--- config.mk ---
export PLATFORM = sky130hd
export DESIGN_NAME = rop_pixel_rmw
export DESIGN_NICKNAME = d
export VERILOG_FILES = /design/src/rtl/rop_pkg.sv /design/src/rtl/rop_cfg_regs.sv /design/src/rtl/rop_src_mux.sv /design/src/rtl/rop_mix_alu.sv /design/src/rtl/rop_pixel_rmw.sv
export SDC_FILE = /design/constraint.sdc
export NUM_CORES = 1
export LEC_CHECK = 0
export BUFFER_PORTS_ARGS = -buffer_cell sky130_fd_sc_hd__buf_2
export CELL_PAD_IN_SITES_DETAIL_PLACEMENT = 1
export CELL_PAD_IN_SITES_GLOBAL_PLACEMENT = 1
export CORE_ASPECT_RATIO = 1.5
export CORE_MARGIN = 1.5
export CORE_UTILIZATION = 49
export DETAILED_ROUTE_END_ITERATION = 6
export HOLD_SLACK_MARGIN = 0.1
export PLACE_DENSITY_LB_ADDON = 0.2
export SYNTH_ARGS = -nofsm -noshare
export SYNTH_HDL_FRONTEND = slang
export SYNTH_SLANG_ARGS = --single-unit
--- constraint.sdc ---
create_clock -name clk -period 8.7 [get_ports clk]
set_input_delay 0 -clock clk [delete_from_list [all_inputs] [get_ports clk]]
set_output_delay 0 -clock clk [all_outputs]
set_load 0.02 [all_outputs]
--- src/rtl/rop_pkg.sv ---
package rop_pkg;

    typedef enum logic [1:0] {
        ST_IDLE,
        ST_READ,
        ST_MIX,
        ST_WRITE
    } rop_state_e;

    typedef enum logic [2:0] {
        CSEL_FG_MIX = 3'd0,
        CSEL_BG_MIX = 3'd1,
        CSEL_FG_COL = 3'd2,
        CSEL_BG_COL = 3'd3,
        CSEL_XFER   = 3'd4
    } cfg_sel_e;

    localparam int NUM_CFG_REGS = 5;

    // field layout inside a mix register
    localparam int MIX_CODE_LSB = 0;
    localparam int MIX_CODE_W   = 4;
    localparam int MIX_SRC_LSB  = 5;
    localparam int MIX_SRC_W    = 2;

    localparam logic [MIX_CODE_W-1:0] MIX_KEEP = 4'h3;

    localparam logic [MIX_SRC_W-1:0] SRC_BG   = 2'd0;
    localparam logic [MIX_SRC_W-1:0] SRC_FG   = 2'd1;
    localparam logic [MIX_SRC_W-1:0] SRC_XFER = 2'd2;
    localparam logic [MIX_SRC_W-1:0] SRC_BMP  = 2'd3;

endpackage

--- src/rtl/rop_cfg_regs.sv ---
module rop_cfg_regs
    import rop_pkg::*;
#(
    parameter int REG_W = 16
) (
    input  logic             clk,
    input  logic             rst_n,
    input  logic             we,
    input  logic [2:0]       sel,
    input  logic [REG_W-1:0] wdata,
    output logic [REG_W-1:0] rdata,
    output logic [REG_W-1:0] fg_mix,
    output logic [REG_W-1:0] bg_mix,
    output logic [REG_W-1:0] fg_col,
    output logic [REG_W-1:0] bg_col,
    output logic [REG_W-1:0] xfer
);

    logic [REG_W-1:0] regs_q [NUM_CFG_REGS];

    for (genvar gi = 0; gi < NUM_CFG_REGS; gi++) begin : g_reg
        always_ff @(posedge clk) begin
            if (!rst_n) begin
                regs_q[gi] <= '0;
            end else if (we && (sel == 3'(gi))) begin
                regs_q[gi] <= wdata;
            end
        end
    end

    always_comb begin
        rdata = '0;
        if (int'(sel) < NUM_CFG_REGS) begin
            rdata = regs_q[sel];
        end
    end

    assign fg_mix = regs_q[CSEL_FG_MIX];
    assign bg_mix = regs_q[CSEL_BG_MIX];
    assign fg_col = regs_q[CSEL_FG_COL];
    assign bg_col = regs_q[CSEL_BG_COL];
    assign xfer   = regs_q[CSEL_XFER];

endmodule

--- src/rtl/rop_src_mux.sv ---
module rop_src_mux
    import rop_pkg::*;
#(
    parameter int PIX_W = 8
) (
    input  logic [MIX_SRC_W-1:0] sel,
    input  logic                 bmp_en,
    input  logic [PIX_W-1:0]     bg_pix,
    input  logic [PIX_W-1:0]     fg_pix,
    input  logic [PIX_W-1:0]     xfer_pix,
    input  logic [PIX_W-1:0]     bmp_pix,
    output logic [PIX_W-1:0]     src
);

    always_comb begin
        unique case (sel)
            SRC_BG:   src = bg_pix;
            SRC_FG:   src = fg_pix;
            SRC_XFER: src = xfer_pix;
            SRC_BMP:  src = bmp_en ? bmp_pix : bg_pix;
            default:  src = bg_pix;
        endcase
    end

endmodule

--- src/rtl/rop_mix_alu.sv ---
module rop_mix_alu
    import rop_pkg::*;
#(
    parameter int PIX_W = 8
) (
    input  logic [MIX_CODE_W-1:0] code,
    input  logic [PIX_W-1:0]      s,
    input  logic [PIX_W-1:0]      d,
    output logic [PIX_W-1:0]      res
);

    always_comb begin
        unique case (code)
            4'h0: res = ~d;
            4'h1: res = '0;
            4'h2: res = '1;
            4'h3: res = d;
            4'h4: res = ~s;
            4'h5: res = s ^ d;
            4'h6: res = ~(s ^ d);
            4'h7: res = s;
            4'h8: res = ~(s & d);
            4'h9: res = ~s | d;
            4'hA: res = s | ~d;
            4'hB: res = s | d;
            4'hC: res = s & d;
            4'hD: res = s & ~d;
            4'hE: res = ~s & d;
            4'hF: res = ~(s | d);
            default: res = d;
        endcase
    end

endmodule

--- src/rtl/rop_pixel_rmw.sv ---
module rop_pixel_rmw
    import rop_pkg::*;
#(
    parameter int PIX_W     = 8,
    parameter int REG_W     = 16,
    parameter int MEM_DEPTH = 1000,
    parameter int REQ_AW    = 16,
    localparam int AW       = $clog2(MEM_DEPTH)
) (
    input  logic              clk,
    input  logic              rst_n,
    input  logic              cfg_we,
    input  logic [2:0]        cfg_sel,
    input  logic [REG_W-1:0]  cfg_wdata,
    output logic [REG_W-1:0]  cfg_rdata,
    input  logic              bitmap_en,
    input  logic              req_valid,
    input  logic              req_fg,
    input  logic [REQ_AW-1:0] req_addr,
    input  logic [REQ_AW-1:0] req_src_addr,
    output logic              req_ready,
    output logic              done,
    output logic [AW-1:0]     mem_addr,
    output logic              mem_rd_en,
    input  logic [PIX_W-1:0]  mem_rdata,
    output logic              mem_wr_en,
    output logic [PIX_W-1:0]  mem_wdata,
    output logic [AW-1:0]     bmp_addr,
    input  logic [PIX_W-1:0]  bmp_rdata
);

    rop_state_e       state_q, state_d;
    logic [AW-1:0]    addr_q, src_addr_q;
    logic [REG_W-1:0] mix_q;
    logic [PIX_W-1:0] result_q;
    logic             done_q;

    logic [REG_W-1:0] fg_mix, bg_mix, fg_col, bg_col, xfer;
    logic [PIX_W-1:0] src_pix, mix_res;
    logic             accept;

    function automatic logic [AW-1:0] wrap_addr(input logic [REQ_AW-1:0] a);
        return AW'(a % REQ_AW'(MEM_DEPTH));
    endfunction

    rop_cfg_regs #(.REG_W(REG_W)) u_regs (
        .clk    (clk),
        .rst_n  (rst_n),
        .we     (cfg_we),
        .sel    (cfg_sel),
        .wdata  (cfg_wdata),
        .rdata  (cfg_rdata),
        .fg_mix (fg_mix),
        .bg_mix (bg_mix),
        .fg_col (fg_col),
        .bg_col (bg_col),
        .xfer   (xfer)
    );

    rop_src_mux #(.PIX_W(PIX_W)) u_src (
        .sel      (mix_q[MIX_SRC_LSB +: MIX_SRC_W]),
        .bmp_en   (bitmap_en),
        .bg_pix   (bg_col[PIX_W-1:0]),
        .fg_pix   (fg_col[PIX_W-1:0]),
        .xfer_pix (xfer[PIX_W-1:0]),
        .bmp_pix  (bmp_rdata),
        .src      (src_pix)
    );

    rop_mix_alu #(.PIX_W(PIX_W)) u_alu (
        .code (mix_q[MIX_CODE_LSB +: MIX_CODE_W]),
        .s    (src_pix),
        .d    (mem_rdata),
        .res  (mix_res)
    );

    // upper colour bytes and spare mix bits are not used for byte pixels
    logic unused_cfg_bits;
    assign unused_cfg_bits = ^{fg_col[REG_W-1:PIX_W], bg_col[REG_W-1:PIX_W],
                               xfer[REG_W-1:PIX_W], mix_q[REG_W-1:MIX_SRC_LSB+MIX_SRC_W],
                               mix_q[MIX_SRC_LSB-1:MIX_CODE_W]};

    assign accept = (state_q == ST_IDLE) && req_valid;

    // state register
    always_ff @(posedge clk) begin
        if (!rst_n) begin
            state_q <= ST_IDLE;
        end else begin
            state_q <= state_d;
        end
    end

    // transitions
    always_comb begin
        state_d = state_q;
        unique case (state_q)
            ST_IDLE:  if (req_valid) state_d = ST_READ;
            ST_READ:  state_d = ST_MIX;
            ST_MIX:   state_d = ST_WRITE;
            ST_WRITE: state_d = ST_IDLE;
            default:  state_d = ST_IDLE;
        endcase
    end

    // datapath registers
    always_ff @(posedge clk) begin
        if (!rst_n) begin
            addr_q     <= '0;
            src_addr_q <= '0;
            mix_q      <= '0;
            result_q   <= '0;
            done_q     <= 1'b0;
        end else begin
            done_q <= (state_q == ST_WRITE);
            if (accept) begin
                addr_q     <= wrap_addr(req_addr);
                src_addr_q <= wrap_addr(req_src_addr);
                mix_q      <= req_fg ? fg_mix : bg_mix;
            end
            if (state_q == ST_MIX) begin
                result_q <= mix_res;
            end
        end
    end

    // outputs
    always_comb begin
        req_ready = (state_q == ST_IDLE);
        mem_rd_en = (state_q == ST_READ);
        mem_wr_en = (state_q == ST_WRITE) &&
                    (mix_q[MIX_CODE_LSB +: MIX_CODE_W] != MIX_KEEP);
        mem_addr  = addr_q;
        bmp_addr  = src_addr_q;
        mem_wdata = result_q;
        done      = done_q;
    end

endmodule

== After elaboration in Yosys (flattened, before gate mapping) ==
Memories as Yosys holds them, arrays and structs flattened.
Index checks and enable logic that the tools add are counted.
Word-level totals
  bits in registers: 38
  RAM bits: 80
  input bits: 73
  output and inout bits: 48
  word-level logic and storage cells: 93
  memories kept: 1
Memory list
  u_regs.regs_q: depth 5, width 16, read ports 6, clocked after memory_dff 0, wr ports 5, RTL line rop_cfg_regs.sv:19  | logic [REG_W-1:0] regs_q [NUM_CFG_REGS];
Cells by class
  divide/modulo/power cells: 2
  $lt $le $gt $ge: 1
  equality and inequality tests: 27
  multiplexer cells: 28
  bitwise operators: 17
  reduce and logical (&&, ||, !) cells: 11
Operators by type and width (count)
  $pmux W8 S16: 1
  $mux W16: 6
  $not A8 Y8: 5
  $eq A4 B4 Y1 const B: 8
  $mod A16 B10 Y16 const B: 2
  $pmux W8 S4: 1
  $and A8 B8 Y8: 3
  $or A8 B8 Y8: 3
  $eq A4 B3 Y1 const B: 4
  $mux W1: 16
  $eq A2 B2 Y1 const B: 4
  $eq A4 B2 Y1 const B: 2
  $mux W8: 1
  $pmux W2 S4: 1
  $xor A8 B8 Y8: 1
  $logic_and A1 B1 Y1: 7
  $mux W7: 1
  $eq A3 B2 Y1 const B: 2
  $or A1 B1 Y1: 5
  $eq A2 B1 Y1 const B: 2
  $eq A4 B1 Y1 const B: 1
  $logic_not A2 Y1: 2
  $logic_not A4 Y1: 1
  $ne A4 B2 Y1 const B: 1
  6 further kinds: 6

== Logic depth before layout (Yosys ltp) ==
  depth in word-level cells: 6
  depth in mapped cells: 20
  mapped depth without buffers: 16

== By module ==
Synthesis repeated with hierarchy kept, for this count alone.
Second synthesis, totals
  cells, all modules: 1164
  area total of the unflattened synthesis: 10386.2 um^2
By module, submodules not included
  rop_pixel_rmw: times used 1, cells each 646, area each 4663.2 um^2, seq. area each 740.7 um^2
  rop_cfg_regs: times used 1, cells each 258, area each 3711.1 um^2, seq. area each 2402.3 um^2
  rop_mix_alu: times used 1, cells each 213, area each 1572.8 um^2, seq. area each 0.0 um^2
  rop_src_mux: times used 1, cells each 47, area each 439.2 um^2, seq. area each 0.0 um^2

== Least setup slack after synthesis ==
OpenSTA, ideal clock, no wires.
  path type: input -> register
  from: input port req_src_addr[13]
  to: register src_addr_q[6], in the netlist bmp_addr[6]
  library setup time: 70 ps
  data arrival time: 4288 ps
  required time: 8630 ps
  slack: 4342 ps
  cell stages on the path: 19
  path buffers: 3
  cells stage by stage: buf_4 -> and4_4 -> buf_6 -> a31o_1 -> or4_4 -> nor4_4 -> nor3_2 -> nor4b_4 -> nor2_2 -> or4_1 -> a31o_1 -> a221oi_4 -> a31o_4 -> o211ai_1 -> a31oi_1 -> and3b_1 -> buf_6 -> or3_1 -> a21boi_1
Between the ends
  word-level cells in the longest chain between the ends: 1
Ends and longest elaborated chain
  start, declared: RTL line rop_pixel_rmw.sv:20  | input logic [REQ_AW-1:0] req_src_addr,
  $mod A16 B10 Y16: RTL line rop_pixel_rmw.sv:43  | return AW'(a % REQ_AW'(MEM_DEPTH));
  end signal, assigned: RTL line rop_pixel_rmw.sv:118  | src_addr_q <= wrap_addr(req_src_addr);
  end, declared: RTL line rop_pixel_rmw.sv:33  | logic [AW-1:0] addr_q, src_addr_q;
Every way passes these cells.
A chain may end at the register's enable or synchronous reset.

== Worst setup path after layout ==
  from: input port req_addr[12]
  to: register addr_q[3], in the netlist mem_addr[3]
Between the ends
  word-level cells in the longest chain between the ends: 1
Ends and longest elaborated chain
  start, declared: RTL line rop_pixel_rmw.sv:19  | input logic [REQ_AW-1:0] req_addr,
  $mod A16 B10 Y16: RTL line rop_pixel_rmw.sv:43
  end signal, assigned: RTL line rop_pixel_rmw.sv:117  | addr_q <= wrap_addr(req_addr);
  end, declared: RTL line rop_pixel_rmw.sv:33
Every way passes these cells.

==> run_results.csv <==
group,metric,value,unit
drt,drt-initial-drc-count,683,
synthesis,avgSynthCellArea,8.75,sq um
drt,wl,36400,microns
clock_tree,cts_buffer_depth,2,
placement,dp_worst_setup_slack,3150,ps
synthesis,synth.yosys.seq_area_share,30.2,%
worst_setup_path,ff2ff_path_depth,12,
drt,antenna_left,0,
synthesis,async_flop_share,0,%
drt,drt-pass1-iter-count,7,
placement,hpwl,25600,microns
worst_setup_path,reg2reg_from,"mix_q[6]",
finish,area_delta_synth_final,15.4,%
timing,rsz0062_at_grt,"false",
synthesis,synth_edf_count,80,
timing,finClkSkew,9.14,ps
drt,wl_per_cell,23.1,microns
worst_hold_path,hp-start,"mem_rdata[2]",
worst_setup_path,slowest_delay,670,ps
clock_tree,cts_tree,"built",
worst_setup_path,required,9020,ps
timing,fin_setup_tns,0,ps
grt,grt_pass1_vias,10800,
placement,dpl_cell_area,0.0111,sq mm
clock_tree,clk_pin_slew,60,ps
grt,grt_antenna_before_repair,1,
timing,fin_crit_sh,59.6,%
job,max_cap_viol_count,0,
power,p_seq_share,28.4,%
finish,utilization,57.4,%
die,dieArea,0.0221,sq mm
clock_tree,cts_resized,0,
worst_setup_path,critPathKind,"in -> reg",
timing,max_slew_margin,17.6,%
worst_setup_path,rrSetupSlack,5450,ps
drt,drc,0,
synthesis,synth_area_leader_cell,"edfxtp_1",
worst_hold_path,min_path_cells,4,
die,die_h,181,microns
grt,grt_pass1_wl,56900,microns
power,p_clk_share,26.8,%
clock_tree,cts_htree_levels,4,
timing,hold_violations,0,
synthesis,synth_top_area_share,23.1,%
worst_setup_path,crit_chain,"buf_2, and4_1, a21oi_1, o22ai_1, nand2_1, a221o_1, nor3_2, a21oi_1, o21ai_0, o211ai_1, a32o_1, a21oi_1, a21oi_2, mux2i_1, xor2_1, nor3_1, o311ai_1",
placement,dp.cells,1508,
grt,grtUsageTotal,33.1,%
finish,num-fill-cells,2476,
worst_setup_path,critPathMaxFanout,12,
power,p_leak,4.71,nW
power,powerDensity,220,mW/mm^2
synthesis,synthCells,1188,
placement,finalWeightedCongestion,0.892,
finish,drive_gt1_share,17.5,%
die,die_x,122,microns
timing,timing.fmax,193,MHz
worst_setup_path,critical-path-slowest-cell,"xor2_1",
worst_setup_path,cp-start-kind,"primary input",
die,core-area,0.0209,sq mm
worst_hold_path,hold_class,"in -> reg",
drt,routed_via_density,6.50,
synthesis,synth_nets,1297,
die,boundaryPins,121,
finish,final_net_count,1403,
synthesis,syn_area,0.0104,sq mm
clock_tree,root_buffer,"clkbuf_16",
power,p_sw_share,41.9,%
die,core.rowCount,65,
power,internal_power,0.00153,W
drt,via_count,10200,
timing,fin_crit,5190,ps
finish,instances_no_fill,1574,
worst_setup_path,setup.worst_path.end_class,"flip-flop",
worst_setup_path,arrival,5510,ps
finish,final_area,0.0120,sq mm
timing,setup_viol_count_final,0,
synthesis,yosysMostFrequentCell,"nand2_1",
worst_setup_path,timing.rr.end,"mem_wdata[1]",
power,combPwrFrac,44.7,%
synthesis,synth.area.top_cells,"edfxtp_1, dfxtp_1, and2_1",
clock_tree,cts.sinks,117,
timing,worstMarginPinSlew,1230,ps
synthesis,synth.distinct_cells,99,
synthesis,ys.flop_type,"edfxtp_1",
power,peakVddDrop,0.164,mV
synthesis,synth_common_cells,"nand2_1, and2_1, edfxtp_1, o21ai_0, a21oi_1",
synthesis,ys_ff_latch,117,
power,switchingPower,0.00111,W
grt,grt_max_degree,51,
placement,io_buffers,120,
synthesis,yosysWarnings,0,
grt,grt_remaining_overflow,0,
timing,fin_ws,3510,ps
worst_setup_path,cpMostUsedCell,"a21oi_1",
worst_hold_path,hold_end,"mem_wdata[2]",
clock_tree,clkLatencyLatePin,430,ps
timing,maxSlewViolCount,0,
clock_tree,cts_buffers,17,
die,start_util,49.8,%
outcome,status,"complete, no violations",
finish,diodes,0,
cell usage in the layout, fill, tap and decap left out, types with 35 or more instances in the layout:
cell type and count:
buf_2 120, nand2_1 96, and2_1 95, edfxtp_1 80, o21ai_0 71, a21oi_1 60, nor2_1 55, inv_1 53
nand3_1 48, dfxtp_1 37, ha_1 36, dlygate4sd3_1 35
timing repair:
action	CTS	global route
hold buffers	35	0
hold endpoints to repair	100	0
buffers inserted	0	0
cells by family (layout without fill, tap and decap cells):
family | after synthesis | after routing | synth area share [%]
compound gates | 365 | 365 | 24.7
xor+xnor | 28 | 28 | 2.36
fa+ha+maj | 42 | 42 | 4.91
buf+inv | 133 | 251 | 5.40
flops | 117 | 117 | 30.2
mux | 69 | 69 | 9.56
simple gates | 434 | 434 | 22.8
registers in the layout (all words and copies together), names as in the netlist:
register,cells
done,1
bmp_addr,10
u_regs.regs_q,80
mem_wdata,8
state_q,2
mix_q,6
mem_addr,10
area by class of cell:
| type | instances | area [sq um] | share of cell area (%) |
|---|---|---|---|
| clock buffers | 17 | 425 | 3.55 |
| clock inverters | 14 | 151 | 1.26 |
| inverters | 54 | 203 | 1.69 |
| multi-input cells | 938 | 6710 | 55.9 |
| flip-flops and latches | 117 | 3140 | 26.2 |
| well taps | 268 | 335 | 2.80 |
| repair buffers | 166 | 1030 | 8.61 |
worst max-delay path: cells and delay by family:
kind,cells,cell delay (ps)
compound gates,10,3200
xor+xnor,1,670
buf+inv,1,190
mux,1,220
simple gates,4,1200
power groups by stage:
| stage | combinational, W | clock (W) | sequential [W] |
|---|---|---|---|
| floorplan | 0.000807 | 0 | 0.000764 |
| global placement | 0.00110 | 0 | 0.000749 |
| detailed placement | 0.00114 | 0 | 0.000757 |
| CTS | 0.00117 | 0.000705 | 0.000747 |
| global route | 0.00129 | 0.000730 | 0.000757 |
| finish | 0.00118 | 0.000707 | 0.000749 |
per-stage QoR:
step	hold WS (ps)	power (W)
floorplan	145	0.00157
global route	127	0.00277
CTS	113	0.00262
global placement	263	0.00185
detailed placement	270	0.00190
finish	112	0.00264
worst max-delay path by stage:
stage	end	depth (start not counted)	start	slack, ps
floorplan	bmp_addr[6]	19	req_src_addr[13]	4340
global placement	mem_addr[3]	17	req_addr[12]	3320
detailed placement	mem_addr[3]	17	req_addr[14]	3150
CTS	mem_addr[3]	17	req_addr[12]	3550
global route	mem_addr[3]	17	req_addr[9]	3110
finish	mem_addr[3]	17	req_addr[12]	3510
per-layer routing:
layer	track usage (%)	routed length [microns]
met3	5.18	1320
met4	18.4	1930
met1	33.8	13200
met5	0	9
met2	62.5	19900
No activity file was read; power rests on OpenSTA's default activity.
